===== config.mk =====
export PLATFORM = sky130hd
export DESIGN_NAME = line_clamp_blank_gen
export DESIGN_NICKNAME = d
export VERILOG_FILES = /design/src/rtl/lcb_pkg.sv /design/src/rtl/lcb_sync_cnt.sv /design/src/rtl/lcb_region_sel.sv /design/src/rtl/lcb_toggle_gen.sv /design/src/rtl/line_clamp_blank_gen.sv
export SDC_FILE = /design/constraint.sdc
export NUM_CORES = 1
export LEC_CHECK = 0
export ABC_CLOCK_PERIOD_IN_PS = 2500
export BUFFER_PORTS_ARGS = -buffer_cell sky130_fd_sc_hd__buf_4
export CORE_AREA = 5 5 251 253
export CTS_BUF_LIST = sky130_fd_sc_hd__clkbuf_4
export DETAILED_ROUTE_END_ITERATION = 7
export DIE_AREA = 0 0 256 258
export PLACE_DENSITY_LB_ADDON = 0.1
export SYNTH_ARGS = -nofsm -noshare
export SYNTH_HDL_FRONTEND = slang
export SYNTH_SLANG_ARGS = --single-unit

===== constraint.sdc =====
create_clock -name clk -period 2.5 [get_ports clk]
set_input_delay 0.25 -clock clk [delete_from_list [all_inputs] [get_ports clk]]
set_output_delay 0.25 -clock clk [all_outputs]
set_load 0.02 [all_outputs]

===== src/rtl/lcb_pkg.sv =====
`timescale 1ns/1ps
package lcb_pkg;
  // Registered strobe bundle of the generator.
  typedef struct packed {
    logic clp_n;
    logic pbk_n;
    logic hblk;
    logic h13;
    logic h24;
  } lcb_out_t;

  // Idle levels: strobes inactive, clock levels complementary.
  localparam lcb_out_t LCB_OUT_IDLE = '{clp_n: 1'b1, pbk_n: 1'b1, hblk: 1'b0,
                                        h13: 1'b0, h24: 1'b1};
endpackage


===== src/rtl/lcb_sync_cnt.sv =====
`timescale 1ns/1ps
module lcb_sync_cnt #(
  parameter int unsigned CW       = 12,
  parameter int unsigned HRST_DLY = 7
) (
  input  logic          clk,
  input  logic          rst_n,
  input  logic          hd_i,
  input  logic          vd_i,
  output logic [CW-1:0] hcnt_o,
  output logic [CW-1:0] vcnt_o
);
  localparam logic [CW-1:0] CNT_MAX = '1;

  logic                hd_q, vd_q;
  logic                hfall, vfall, line_start;
  logic [HRST_DLY-1:0] pipe_q, pipe_d;
  logic [CW-1:0]       hcnt_q, hcnt_d;
  logic [CW-1:0]       vcnt_q, vcnt_d;
  logic                vhold_q, vhold_d;
  logic                vcnt_en;

  assign hfall      = hd_q & ~hd_i;
  assign vfall      = vd_q & ~vd_i;
  assign line_start = pipe_q[HRST_DLY-1];

  // One delay stage per clock, so overlapping sync edges each keep their own clear.
  generate
    if (HRST_DLY > 1) begin : g_pipe_n
      assign pipe_d = {pipe_q[HRST_DLY-2:0], hfall};
    end else begin : g_pipe_1
      assign pipe_d = hfall;
    end
  endgenerate

  always_comb begin
    if (line_start) begin
      hcnt_d = '0;
    end else if (hcnt_q != CNT_MAX) begin
      hcnt_d = hcnt_q + 1'b1;
    end else begin
      hcnt_d = hcnt_q;
    end
  end

  // Field edge clears at once; the line start that follows it is absorbed.
  always_comb begin
    vcnt_en = vfall | line_start;
    vcnt_d  = vcnt_q;
    vhold_d = vhold_q;
    if (vfall) begin
      vcnt_d  = '0;
      vhold_d = ~line_start;
    end else if (line_start) begin
      if (vhold_q) begin
        vhold_d = 1'b0;
      end else if (vcnt_q != CNT_MAX) begin
        vcnt_d = vcnt_q + 1'b1;
      end
    end
  end

  always_ff @(posedge clk or negedge rst_n) begin
    if (!rst_n) begin
      hd_q    <= 1'b0;
      vd_q    <= 1'b0;
      pipe_q  <= '0;
      hcnt_q  <= '0;
      vcnt_q  <= '0;
      vhold_q <= 1'b0;
    end else begin
      hd_q   <= hd_i;
      vd_q   <= vd_i;
      pipe_q <= pipe_d;
      hcnt_q <= hcnt_d;
      if (vcnt_en) begin
        vcnt_q  <= vcnt_d;
        vhold_q <= vhold_d;
      end
    end
  end

  assign hcnt_o = hcnt_q;
  assign vcnt_o = vcnt_q;
endmodule


===== src/rtl/lcb_region_sel.sv =====
`timescale 1ns/1ps
module lcb_region_sel #(
  parameter int unsigned CW   = 12,
  parameter int unsigned NREG = 4,
  parameter int unsigned SW   = 2
) (
  input  logic [CW-1:0]          line_i,
  input  logic [(NREG-1)*CW-1:0] chg_i,
  input  logic [NREG*SW-1:0]     ptr_i,
  output logic [SW-1:0]          seq_o
);
  // Ascending boundaries: the last one passed wins.
  always_comb begin
    seq_o = ptr_i[SW-1:0];
    for (int r = 1; r < NREG; r++) begin
      if (line_i >= chg_i[(r-1)*CW +: CW]) begin
        seq_o = ptr_i[r*SW +: SW];
      end
    end
  end
endmodule


===== src/rtl/lcb_toggle_gen.sv =====
`timescale 1ns/1ps
module lcb_toggle_gen #(
  parameter int unsigned CW   = 12,
  parameter int unsigned NSEQ = 4,
  parameter int unsigned NTOG = 2,
  parameter int unsigned SW   = 2
) (
  input  logic [CW-1:0]           pix_i,
  input  logic [SW-1:0]           seq_i,
  input  logic [NSEQ-1:0]         pol_i,
  input  logic [NSEQ*NTOG*CW-1:0] tog_i,
  output logic                    lvl_o
);
  logic [NTOG-1:0] passed;

  // Level is a parity of positions already reached in the line.
  generate
    for (genvar t = 0; t < NTOG; t++) begin : g_cmp
      assign passed[t] = pix_i >= tog_i[(int'(seq_i)*NTOG + t)*CW +: CW];
    end
  endgenerate

  assign lvl_o = pol_i[seq_i] ^ (^passed);
endmodule


===== src/rtl/line_clamp_blank_gen.sv =====
`timescale 1ns/1ps
module line_clamp_blank_gen #(
  parameter int unsigned CW       = 12,
  parameter int unsigned NSEQ     = 4,
  parameter int unsigned NREG     = 4,
  parameter int unsigned CLP_TOGS = 2,
  parameter int unsigned HB_TOGS  = 6,
  parameter int unsigned HRST_DLY = 7,
  localparam int unsigned SW      = (NSEQ > 1) ? $clog2(NSEQ) : 1
) (
  input  logic                       clk,
  input  logic                       rst_n,
  input  logic                       hd_i,
  input  logic                       vd_i,
  input  logic [NSEQ-1:0]            clp_pol_i,
  input  logic [NSEQ*CLP_TOGS*CW-1:0] clp_tog_i,
  input  logic [(NREG-1)*CW-1:0]     clp_chg_i,
  input  logic [NREG*SW-1:0]         clp_ptr_i,
  input  logic [NSEQ-1:0]            pbk_pol_i,
  input  logic [NSEQ*CLP_TOGS*CW-1:0] pbk_tog_i,
  input  logic [(NREG-1)*CW-1:0]     pbk_chg_i,
  input  logic [NREG*SW-1:0]         pbk_ptr_i,
  input  logic [NSEQ*HB_TOGS*CW-1:0] hbk_tog_i,
  input  logic [NSEQ-1:0]            hbk_mask_i,
  input  logic [(NREG-1)*CW-1:0]     hbk_chg_i,
  input  logic [NREG*SW-1:0]         hbk_ptr_i,
  input  logic                       ext_sel_i,
  input  logic                       ext_pol_i,
  input  logic                       ext_blk_i,
  output logic [CW-1:0]              hcnt_o,
  output logic [CW-1:0]              vcnt_o,
  output logic                       clp_n_o,
  output logic                       pbk_n_o,
  output logic                       hblk_o,
  output logic                       h13_lvl_o,
  output logic                       h24_lvl_o
);
  import lcb_pkg::*;

  logic            rst_m_q, rst_s_n;
  logic [CW-1:0]   hcnt, vcnt;
  logic [SW-1:0]   clp_seq, pbk_seq, hbk_seq;
  logic            clp_lvl, pbk_lvl, hbk_lvl;
  logic [NSEQ-1:0] hbk_pol_zero;
  lcb_out_t        out_d, out_q;

  assign hbk_pol_zero = '0;

  // Reset asserts at once and leaves on the clock.
  always_ff @(posedge clk or negedge rst_n) begin
    if (!rst_n) begin
      rst_m_q <= 1'b0;
      rst_s_n <= 1'b0;
    end else begin
      rst_m_q <= 1'b1;
      rst_s_n <= rst_m_q;
    end
  end

  lcb_sync_cnt #(.CW(CW), .HRST_DLY(HRST_DLY)) u_cnt (
    .clk(clk), .rst_n(rst_s_n), .hd_i(hd_i), .vd_i(vd_i),
    .hcnt_o(hcnt), .vcnt_o(vcnt)
  );

  lcb_region_sel #(.CW(CW), .NREG(NREG), .SW(SW)) u_clp_reg (
    .line_i(vcnt), .chg_i(clp_chg_i), .ptr_i(clp_ptr_i), .seq_o(clp_seq)
  );
  lcb_region_sel #(.CW(CW), .NREG(NREG), .SW(SW)) u_pbk_reg (
    .line_i(vcnt), .chg_i(pbk_chg_i), .ptr_i(pbk_ptr_i), .seq_o(pbk_seq)
  );
  lcb_region_sel #(.CW(CW), .NREG(NREG), .SW(SW)) u_hbk_reg (
    .line_i(vcnt), .chg_i(hbk_chg_i), .ptr_i(hbk_ptr_i), .seq_o(hbk_seq)
  );

  lcb_toggle_gen #(.CW(CW), .NSEQ(NSEQ), .NTOG(CLP_TOGS), .SW(SW)) u_clp_gen (
    .pix_i(hcnt), .seq_i(clp_seq), .pol_i(clp_pol_i), .tog_i(clp_tog_i), .lvl_o(clp_lvl)
  );
  lcb_toggle_gen #(.CW(CW), .NSEQ(NSEQ), .NTOG(CLP_TOGS), .SW(SW)) u_pbk_gen (
    .pix_i(hcnt), .seq_i(pbk_seq), .pol_i(pbk_pol_i), .tog_i(pbk_tog_i), .lvl_o(pbk_lvl)
  );
  lcb_toggle_gen #(.CW(CW), .NSEQ(NSEQ), .NTOG(HB_TOGS), .SW(SW)) u_hbk_gen (
    .pix_i(hcnt), .seq_i(hbk_seq), .pol_i(hbk_pol_zero), .tog_i(hbk_tog_i), .lvl_o(hbk_lvl)
  );

  always_comb begin
    out_d.clp_n = clp_lvl;
    out_d.pbk_n = pbk_lvl;
    out_d.hblk  = ext_sel_i ? (ext_blk_i ^ ext_pol_i) : hbk_lvl;
    out_d.h13   = hbk_mask_i[hbk_seq];
    out_d.h24   = ~hbk_mask_i[hbk_seq];
  end

  always_ff @(posedge clk or negedge rst_s_n) begin
    if (!rst_s_n) begin
      out_q <= LCB_OUT_IDLE;
    end else begin
      out_q <= out_d;
    end
  end

  assign hcnt_o    = hcnt;
  assign vcnt_o    = vcnt;
  assign clp_n_o   = out_q.clp_n;
  assign pbk_n_o   = out_q.pbk_n;
  assign hblk_o    = out_q.hblk;
  assign h13_lvl_o = out_q.h13;
  assign h24_lvl_o = out_q.h24;
endmodule


After elaboration in Yosys (flattened, before gate mapping)
Index checks and enable logic that the tools add are counted.
Storage, ports and cells
  register bits after elaboration: 41
  latch bits: 0
  memory bits (writable): 0
  ROM bits: 0
  input bits: 631
  output and inout port bits: 29
  memories: 0
Cells by class
  $add $sub $neg: 9
  $mul: 11
  divide/modulo/power cells: 0
  magnitude comparators: 22
  equality and inequality tests: 3
  shift operators: 10
  multiplexer cells: 26
  bitwise logic cells: 11
  reductions and logical operators: 8
Operators by type and width (count)
  $shiftx 288x33->12: 6
  $shiftx 96x33->12: 4
  $ge 12x12->1: 19
  $mul 32x2->30 const B: 7
  $mux 12: 6
  $add 12x1->12 const B: 2
  $ne 12x12->1 const B: 2
  $mux 2: 9
  $add 5x2->6 const B: 2
  $add 5x3->6 const B: 2
  $mul 2x2->4 const B: 3
  $lt 2x3->1 const B: 3
  $add 3x1->4 const B: 2
  $bmux 1 s2: 4
  $mux 1: 7
  $add 5x1->6 const B: 1
  $mul 4x2->6 const B: 1
  $reduce_bool 2->1: 3
  $reduce_xor 6->1: 1
  $not 1->1: 4
  $reduce_and 4->1: 1
  $reduce_xor 2->1: 2
  $xor 1x1->1: 4
  $and 1x1->1: 2
  3 further kinds: 3

Logic depth before layout (Yosys ltp)
  depth after elaboration: 12
  gate-level depth with buffers: 35
  depth with buffers taken out: 30

By module
A second synthesis with hierarchy kept.
Second synthesis, totals
  cells, all modules: 1094
  area total of the unflattened synthesis: 10578.9 um2
By module, submodules not included
  lcb_toggle_gen at u_hbk_gen: instances 1, cells an instance 323, area each 3547.2 um2
  lcb_region_sel: instances 3, cells an instance 128, area each 934.6 um2
  lcb_sync_cnt: instances 1, cells an instance 149, area each 1607.8 um2
  lcb_toggle_gen at u_pbk_gen: instances 1, cells an instance 112, area each 1197.4 um2
  lcb_toggle_gen at u_clp_gen: instances 1, cells an instance 112, area each 1192.4 um2
  line_clamp_blank_gen: instances 1, cells an instance 14, area each 230.2 um2

Worst setup path before layout
No wires, ideal clock.
  path kind: register -> register
  start point: register u_cnt.vcnt_q[9], in the netlist u_cnt.vcnt_o[9]
  end point: register out_q, in the netlist hblk_o
  setup time: 0.125 ns
  data arrival time: 7.497 ns
  required time: 2.375 ns
  path slack: -5.123 ns
  stages on the path, launching flop included: 33
  path buffers: 11
  cell sequence: dfrtp_1 ha_1 a21o_1 a211o_1 a211oi_2 nor3_1 a311o_1 buf_6 nand2_8 buf_8 buf_6 buf_2 buf_2 buf_2 ha_1 clkbuf_1 clkbuf_1 buf_1 clkbuf_1 clkbuf_1 o2111ai_1 o31ai_1 ha_1 nand2b_1 a21o_1 a21o_1 a21o_1 a211o_1 a21oi_1 o21ai_0 xnor2_1 nor4b_1 a2111oi_0
RTL lines
  start, declared: RTL line lcb_sync_cnt.sv:19  | logic [CW-1:0] vcnt_q, vcnt_d;
  start signal, assigned: RTL line lcb_sync_cnt.sv:77  | vcnt_q <= vcnt_d;
  end signal, assigned: RTL line line_clamp_blank_gen.sv:97  | out_q <= out_d;
  end, declared: RTL line line_clamp_blank_gen.sv:45  | lcb_out_t out_d, out_q;

==> impl_metrics.json <==
{
  "die_h_um": 258,
  "yosysTopAreaCell": "mux4_2",
  "nets": 4451,
  "ir_drop_mv": 0.164,
  "maxCapViolCount": 0,
  "pre_cts_ws_ns": -4.24,
  "numPortBuffers": 659,
  "postSynthAreaPerCell_um2": 8.47,
  "fin_skew_ns": 0.0229,
  "grt_start_max_net_pins": 54,
  "gr-usage-all-layers_pct": 37.4,
  "synth_ff_type": "dfrtp_1",
  "cp-start-kind": "register",
  "overflow": 0,
  "placed_area_um2": 30600,
  "max_clock_freq_mhz": 162,
  "dp_hpwl_mm": 110,
  "cts_tree": "yes",
  "relSlewSlack_pct": 38.1,
  "critPathArrivalTime_ns": 6.42,
  "violations": "setup timing",
  "fin_crit_sh_pct": 246,
  "grt_pass1_wl_mm": 186,
  "async_reset_ff_share_pct": 100,
  "max_stage_delay_ns": 0.49,
  "crit_fanout": 4,
  "die_x_um": 256,
  "worst_pin_slew_ns": 0.929,
  "drv_slew": 0,
  "first_iter_violations": 2573,
  "io_pins": 660,
  "drtPass1Iterations": 7,
  "post-route-drc-count": 0,
  "clock-sinks": 41,
  "clk_pin_slew_ns": 0.15,
  "layout-drive-gt1-share_pct": 50.3,
  "antenna_found_initial": 16,
  "place_inst": 4323,
  "vias": 26500,
  "vias_per_cell": 6.04,
  "syn_nets": 3214,
  "setup_ws_ns": -3.66,
  "rr_endpoint": "hblk_o",
  "clock_path_buffers": 2,
  "cts_buffers": 5,
  "drt-total-wl_mm": 131,
  "powerDensity_nw_per_um2": 316,
  "crit_top_cell": "ha_4",
  "hold_path_end": "hblk_o",
  "crit_required_ns": 2.76,
  "wl_per_cell_um": 29.9,
  "r2r_start": "u_cnt.vcnt_o[2]",
  "die_area_um2": 66000,
  "synth_area_um2": 19800,
  "reg2reg_depth": 28,
  "status": "finished with violations",
  "grt_pass1_vias": 27000,
  "crit_slowest_cell": "a311o_2",
  "final_common_cell": "buf_4",
  "final_cell_mix": "buf_4 (1323), nand2_1 (296), ha_1 (223)",
  "period_minus_slack_ns": 6.16,
  "power.leakage_nw": 16.2,
  "cts_max_level": 2,
  "hold_class": "input pin to register",
  "area_growth_pct": 61.4,
  "ys_seq_elements": 41,
  "yosys-top-cells-area": "mux4_2 (21%), ha_1 (15%), mux2i_1 (12%), nand2_1 (5.8%), dfrtp_1 (4.8%)",
  "hold_viol_final": 0,
  "gp_congestion": 1.03,
  "worstHoldStart": "ext_sel_i",
  "rows": 91,
  "clkLatencyLatePin_ns": 0.39,
  "ant_nets": 0,
  "synth_seq_area_share_pct": 5.19,
  "crit_type": "register to register",
  "fin_hold_ws_ns": 0.0917,
  "regToRegSetupSlack_ns": -3.66,
  "final_area_um2": 32000,
  "yosysWarnings": 0,
  "yosysTopAreaCellShare_pct": 21.4,
  "start_util_pct": 32.6,
  "core-area_um2": 60800,
  "ys_types": 80,
  "rsz0062_at_grt": "yes",
  "fin_cells": 4385,
  "synth_edf_count": 0,
  "crit_path_end_kind": "register",
  "syn_inst": 2342,
  "setup_viol": 5,
  "hold_depth": 2,
  "clockRootBuffer": "clkbuf_4"
}
==> flip-flops by register name, summed over array words and instances, names as in the netlist <==
register,count
hblk_o,1
rst_s_n,1
u_cnt.vd_q,1
h24_lvl_o,1
u_cnt.pipe_q,7
u_cnt.hcnt_o,12
pbk_n_o,1
u_cnt.vhold_q,1
rst_m_q,1
u_cnt.vcnt_o,12
clp_n_o,1
h13_lvl_o,1
u_cnt.hd_q,1
==> cell usage after synthesis, drive strengths merged, types with 13 or more instances <==
cell      n
buf      70
inv     130
nand4    27
a211oi   26
ha      241
a31oi    25
a21oi   147
nor2b    13
and3     29
nor2    121
o22ai    19
nand3    91
nand2b   29
mux4    188
o21ai    91
mux2     65
a21o     56
a32oi    17
xnor2    13
dfrtp    38
clkbuf   84
a22oi    18
mux2i   229
o211ai   25
nor3     29
nand2   309
==> power breakdown <==
group	internal (mW)	total [mW]	switching, mW
registers	0.720	0.804	0.0840
logic	4.31	8.85	4.54
clock network	0.212	0.473	0.261
==> kinds of logic (layout without fill, tap and decap cells) <==
group / Yosys count / count (layout) / share of synthesized area, %
xor gates and xnor gates: 23 / 24 / 1.02
buffers and inverters: 285 / 1522 / 6.28
DFF: 41 / 41 / 5.19
other: 1 / 16 / 0.0189
AOI/OAI and AO/OA: 574 / 574 / 19.7
muxes: 482 / 482 / 36.6
and+or+nand+nor: 695 / 695 / 16.0
adders and majority gates: 241 / 241 / 15.2
==> worst max-delay path: cells and delay by family (launching register included) <==
family	cells	cell delay, ns
compound gates	14	2.92
simple gates	5	1.11
fa+ha+maj	4	0.97
flops	1	0.47
buf+inv	4	0.47
mux	1	0.07
==> layer usage <==
metal  track usage, %  part of all wire (%)  wire (um)  vias to the layer above
li1                 -                     -          -                    11600
met1             46.6                    39      50800                    13000
met2             63.2                    47      61700                     1560
met3             6.55                   8.4      11100                      345
met4             17.2                   5.8       7640                        4
met5                0                 0.019         25                        -
==> final cells by class <==
class / count / area (um^2)
fillers: 5833 / 28800
clock inverters: 3 / 43.8
clock buffers: 5 / 37.5
diodes: 15 / 37.5
inverters: 131 / 514
well taps: 790 / 988
flip-flops and latches: 41 / 1040
repair buffers: 1383 / 11000
multi-input cells: 2017 / 18300
==> repair_timing <==
| item | 4_1_cts | 5_1_grt |
|---|---|---|
| pin swaps | 33 | 62 |
| hold endpoints to repair | 5 | 0 |
| cloned | 7 | 2 |
| setup buffers | 15 | 13 |
| resized for setup | 91 | 85 |
| hold buffers | 3 | 0 |
| setup endpoints to repair | 6 | 8 |
==> per-stage QoR <==
stage	setup TNS, ns	utilization, %	total power, mW
floorplan	-10.44	-	4.88
global placement	-12.35	50.3	8.96
detailed placement	-12.57	50.3	9.01
CTS	-11.00	51.8	9.81
global route	-11.34	52.6	10.6
finish	-10.33	52.6	10.1
==> how the worst max path moves through the flow <==
stage,start,end,slack [ns]
detailed placement,u_cnt.vcnt_o[2],hblk_o,-4.24
global placement,hbk_chg_i[2],hblk_o,-4.28
finish,u_cnt.vcnt_o[2],hblk_o,-3.66
floorplan,u_cnt.vcnt_o[9],hblk_o,-3.74
global route,u_cnt.vcnt_o[9],hblk_o,-3.84
CTS,u_cnt.vcnt_o[2],hblk_o,-3.64
Note: power is estimated with default switching activity, not from simulation.
